==> config.mk <==
export PLATFORM = sky130hd
export DESIGN_NAME = prbs_split_lfsr
export DESIGN_NICKNAME = d
export VERILOG_FILES = /design/src/rtl/prbs_pkg.sv /design/src/rtl/prbs_delay_line.sv /design/src/rtl/prbs_feedback.sv /design/src/rtl/prbs_split_lfsr.sv
export SDC_FILE = /design/constraint.sdc
export NUM_CORES = 1
export LEC_CHECK = 0
export ABC_CLOCK_PERIOD_IN_PS = 1700
export CAP_MARGIN = 20
export CORE_AREA = 4 4 41 43
export DETAILED_ROUTE_END_ITERATION = 12
export DIE_AREA = 0 0 45 47
export PLACE_DENSITY = 0.47
export SLEW_MARGIN = 10
export SYNTH_ARGS = -nofsm -noshare
export SYNTH_HDL_FRONTEND = slang
export SYNTH_SLANG_ARGS = --single-unit
==> constraint.sdc <==
create_clock -name clk -period 1.7 [get_ports clk]
set_clock_uncertainty 0.1 [all_clocks]
set_input_delay 0.34 -clock clk [delete_from_list [all_inputs] [get_ports clk]]
set_output_delay 0.34 -clock clk [all_outputs]
set_load 0.005 [all_outputs]
==> src/rtl/prbs_pkg.sv <==
package prbs_pkg;
    localparam int unsigned PRBS_HEAD_LEN  = 3;
    localparam int unsigned PRBS_TAIL_LEN  = 7;
    localparam int unsigned PRBS_TOTAL_LEN = PRBS_HEAD_LEN + PRBS_TAIL_LEN;
    localparam logic [PRBS_TOTAL_LEN-1:0] PRBS_SEED = 10'h200;
endpackage

==> src/rtl/prbs_delay_line.sv <==
module prbs_delay_line #(
    parameter int unsigned     DEPTH = 3,
    parameter logic [DEPTH-1:0] INIT = '0
) (
    input  logic             clk,
    input  logic             rst,
    input  logic             din,
    output logic             dout,
    output logic [DEPTH-1:0] stages
);
    logic [DEPTH-1:0] stg_q;

    generate
        if (DEPTH == 1) begin : g_single
            always_ff @(posedge clk) begin
                if (rst) stg_q <= INIT;
                else     stg_q <= din;
            end
        end else begin : g_chain
            always_ff @(posedge clk) begin
                if (rst) stg_q <= INIT;
                else     stg_q <= {stg_q[DEPTH-2:0], din};
            end
        end
    endgenerate

    assign dout   = stg_q[DEPTH-1];
    assign stages = stg_q;
endmodule

==> src/rtl/prbs_feedback.sv <==
module prbs_feedback (
    input  logic tap_short,
    input  logic tap_long,
    output logic fb
);
    always_comb begin
        fb = tap_short ^ tap_long;
    end
endmodule

==> src/rtl/prbs_split_lfsr.sv <==
module prbs_split_lfsr
    import prbs_pkg::*;
#(
    parameter int unsigned HEAD_LEN = PRBS_HEAD_LEN,
    parameter int unsigned TAIL_LEN = PRBS_TAIL_LEN,
    parameter logic [HEAD_LEN+TAIL_LEN-1:0] SEED = PRBS_SEED
) (
    input  logic clk,
    input  logic rst,
    output logic bit_out
);
    localparam int unsigned TOTAL_LEN = HEAD_LEN + TAIL_LEN;

    logic                head_out;
    logic                tail_out;
    logic                fb_bit;
    logic [HEAD_LEN-1:0] head_stages;
    logic [TAIL_LEN-1:0] tail_stages;
    logic [TOTAL_LEN-1:0] reg_state;

    prbs_feedback u_fb (
        .tap_short (head_out),
        .tap_long  (tail_out),
        .fb        (fb_bit)
    );

    prbs_delay_line #(
        .DEPTH (HEAD_LEN),
        .INIT  (SEED[HEAD_LEN-1:0])
    ) u_head (
        .clk    (clk),
        .rst    (rst),
        .din    (fb_bit),
        .dout   (head_out),
        .stages (head_stages)
    );

    prbs_delay_line #(
        .DEPTH (TAIL_LEN),
        .INIT  (SEED[TOTAL_LEN-1:HEAD_LEN])
    ) u_tail (
        .clk    (clk),
        .rst    (rst),
        .din    (head_out),
        .dout   (tail_out),
        .stages (tail_stages)
    );

    assign reg_state = {tail_stages, head_stages};
    assign bit_out   = tail_out;

    // a reset edge leaves the full seed in both lines
    assert_seed_load_R1: assert property (@(posedge clk) disable iff (rst)
        $fell(rst) |-> reg_state == SEED);

    // the head stage takes the XOR of the two line ends
    assert_feedback_R3: assert property (@(posedge clk) disable iff (rst)
        !rst |=> head_stages[0] == $past(head_out ^ tail_out));

    // the tail line is fed by the end of the head line
    assert_link_R3: assert property (@(posedge clk) disable iff (rst)
        !rst |=> tail_stages[0] == $past(head_out));

    // lock-up state is never reached
    assert_no_zero_R6: assert property (@(posedge clk) disable iff (rst)
        reg_state != '0);
endmodule

* Word-level counts from Yosys, hierarchy flattened
Cells that the tools add are included.
Widths: inputs -> output; s select.
** Cells by class
- Bitwise gates (word level) :: 1
** Operator list (count)
- $xor 1x1->1 :: 1
** Word-level totals
- Input bits :: 2
- Output and inout port bits :: 1
- Word-level logic and storage cells :: 3
- Bits in registers :: 10

* Depth between registers and ports, before layout
- Word-level depth :: 1
- Mapped depth :: 2

* By module
From an unflattened synthesis, not the netlist that was laid out.
** Second synthesis, totals
- Cell total of the unflattened synthesis :: 23
- Area total of the unflattened synthesis :: 301.5 µm²
** By module, submodules not included
- prbs_delay_line (u_tail) :: times used 1, seq. area each 140.1 µm², cells each 15, area each 206.4 µm²
- prbs_delay_line (u_head) :: times used 1, seq. area each 60.1 µm², cells each 7, area each 86.3 µm²
- prbs_feedback :: times used 1, seq. area each 0.0 µm², cells each 1, area each 8.8 µm²

* Worst setup path after synthesis
OpenSTA, ideal clock, no wires.
- Path kind :: register -> output
- From :: register u_tail.stg_q[6], in the netlist u_tail.stages[6]
- To :: output bit_out
- Slack :: 0.931 ns
- Data required time :: 1.260 ns
- Arrival time :: 0.329 ns
- Stages on the path, launching flop included :: 1
- Cell sequence :: dfxtp_1
** RTL lines
- from (decl) :: RTL line prbs_delay_line.sv:11 : logic [DEPTH-1:0] stg_q;
- from (signal assigned) :: RTL line prbs_delay_line.sv:22 : else stg_q <= {stg_q[DEPTH-2:0], din};
- to (decl) :: RTL line prbs_split_lfsr.sv:10 : output logic bit_out
No word-level cell between the ends.

* Final worst setup path
- From :: register u_tail.stg_q[6], in the netlist u_tail.stages[6]
- To :: output bit_out
No word-level cell between the ends.

==> impl_metrics.ini <==
[synth]
synth_compound_area_frac = 0
synth-seq-cells = 10
postSynthAreaPerCell_um2 = 12.8
synth_top_family_by_area = simple AND/OR/NAND/NOR gates
synthSimpleGateAreaFrac = 0.223
ys_seq_area_frac = 0.744
synth_warnings = 0
syn-cell-area_um2 = 269
synth_largest_area_cell = dfxtp_1
syn_nets = 23
synthMuxAreaShare = 0
synthXorXnorAreaFrac = 0.0326
synth_adder_area_share = 0
synth_top_area_frac = 0.744
synthCells = 21
synth.area.top_cells = dfxtp_1, nor2b_1, xnor2_1
netlist-cell-type-count = 5

[hold_path]
hold_path.startpoint = u_tail.stages[5]
hold_path.class = reg -> reg

[critical_path]
cp-start-kind = flop
worstSetupStartpoint = u_tail.stages[6]
regToRegStartpoint = u_head.stages[2]
cp-end-kind = primary output
critPathArrivalTime_ps = 1110
crit_fanout = 2
crit_type = reg -> out
required_ps = 1260
path_cells = clkdlybuf4s50_1
slowest_delay_ps = 500
path_delay_family = buffers and inverters
crit_buf_inv = 1
slowest_stage = clkdlybuf4s50_1

[clock_tree]
tritoncts = yes
cts_setup_buffers = 0
cts-hold-fix-buffers = 0
root_buffer = clkbuf_4
clock_sinks = 10
cts_made_buffers = 3
clk_pin_slew_ps = 70
clk_latency_ps = 260
cts_max_level = 1
clock_path_buffers = 2
cts-resized-gates = 0

[finish]
final_net_count = 30
layout_commonest_cell = dfxtp_1
area_growth_pct = 27.9
final_cell_mix = dfxtp_1, nor2b_1, clkbuf_4
final_util = 0.264
fin_area_um2 = 344
drive_gt1_frac = 0.148
n_antenna_cell = 0

[sta]
drv_slew = 0
rsz0062_at_grt = no
fmax_mhz = 646
fin_crit_ps = 1550
setup_viol = 0
worst_pin_slew_ps = 312
final-hold-violation-count = 0
setup_tns_ps = 0
worst_hold_slack_ps = 310
slew_headroom = 0.791
fin_crit_sh = 0.910

[power]
power.total_uw = 465
power.internal_uw = 378
p_sw_uw = 87.7
comb_power_share = 0.029
p_leak_nw = 0.135
switching_share = 0.188
ir_drop_v = 0.000391
clkPwrFrac = 0.451
p_seq_frac = 0.520
p_per_area_nw_per_um2 = 1350

[global_routing]
grt_pass1_wl_um = 565
grt_pass1_vias = 143
grtUsageTotal = 0.0435
grt_overflow_total = 0
grt_antenna_before_repair = 0
grt_max_degree = 11

[run_status]
outcome = completed

[drt]
drt-vias-per-instance = 3.33
detail_route.iter0.violations = 1
routed_wl_um = 344
via_count = 140
ant_nets = 0
drc_errors = 0
first_pass_iters = 2
wire_per_inst_um = 8.19

[floorplanning]
die_y_um = 47
rows = 13
dieArea_um2 = 2120
design.core.area_um2 = 1300
initial_core_util = 0.207
ios = 3
die_w_um = 45

[placement]
place.port_buffers = 2
dpl-instance-area_um2 = 308
gp_congestion = 0.643

[job]
maxCapViolCount = 0
-- per-layer routing --
metal | routed length [um] | vias up | track usage
met3 | 27 | 0 | 0.0345
met4 | 0 | 0 | 0.0526
met5 | 0 | - | 0
met1 | 175 | 63 | 0.0526
li1 | - | 74 | -
met2 | 141 | 3 | 0.0395
-- flip-flops by register name, summed over array words and instances, names as in the netlist --
signal	cells
u_head.stages	3
u_tail.stages	7
-- logic make-up after synthesis --
logic type,after synthesis
XOR/XNOR,1
flip-flops,10
AND/OR/NAND/NOR,10
-- cell type report --
type                       count  area [um^2]
multi-input combinational     11         68.8
clock buffer                   4         36.3
fill                         157          957
tap                           15         18.8
sequential                    10          200
timing repair buffer           2         20.0
-- power by group through the flow --
| stage | Sequential (mW) | Clock, mW | Combinational [mW] |
|---|---|---|---|
| after global routing | 0.242 | 0.231 | 0.0148 |
| after floorplan | 0.247 | 0 | 0.00496 |
| after global placement | 0.247 | 0 | 0.0132 |
| after CTS | 0.242 | 0.216 | 0.0137 |
| final | 0.242 | 0.210 | 0.0134 |
| after detailed placement | 0.247 | 0 | 0.0135 |
-- final timing paths --
path              depth (start not counted)          endpoint  slack (ps)
setup / recovery                          1           bit_out         150
hold / removal                            1  u_tail.stages[6]         310
setup reg to reg                          2  u_head.stages[0]         930
hold reg to reg                           1  u_tail.stages[6]         310
-- metrics by stage --
step | setup slack [ps] | instances
finish | 153 | 42
global route | 95.4 | 42
CTS | 134 | 42
detailed placement | 275 | 38
global placement | 283 | 38
floorplan | 931 | 21
-- synth_stat cells --
cell / n
dfxtp_1: 10
nor2_1: 1
xnor2_1: 1
or2_1: 1
nor2b_1: 8
No activity file was read; power rests on OpenSTA's default activity.
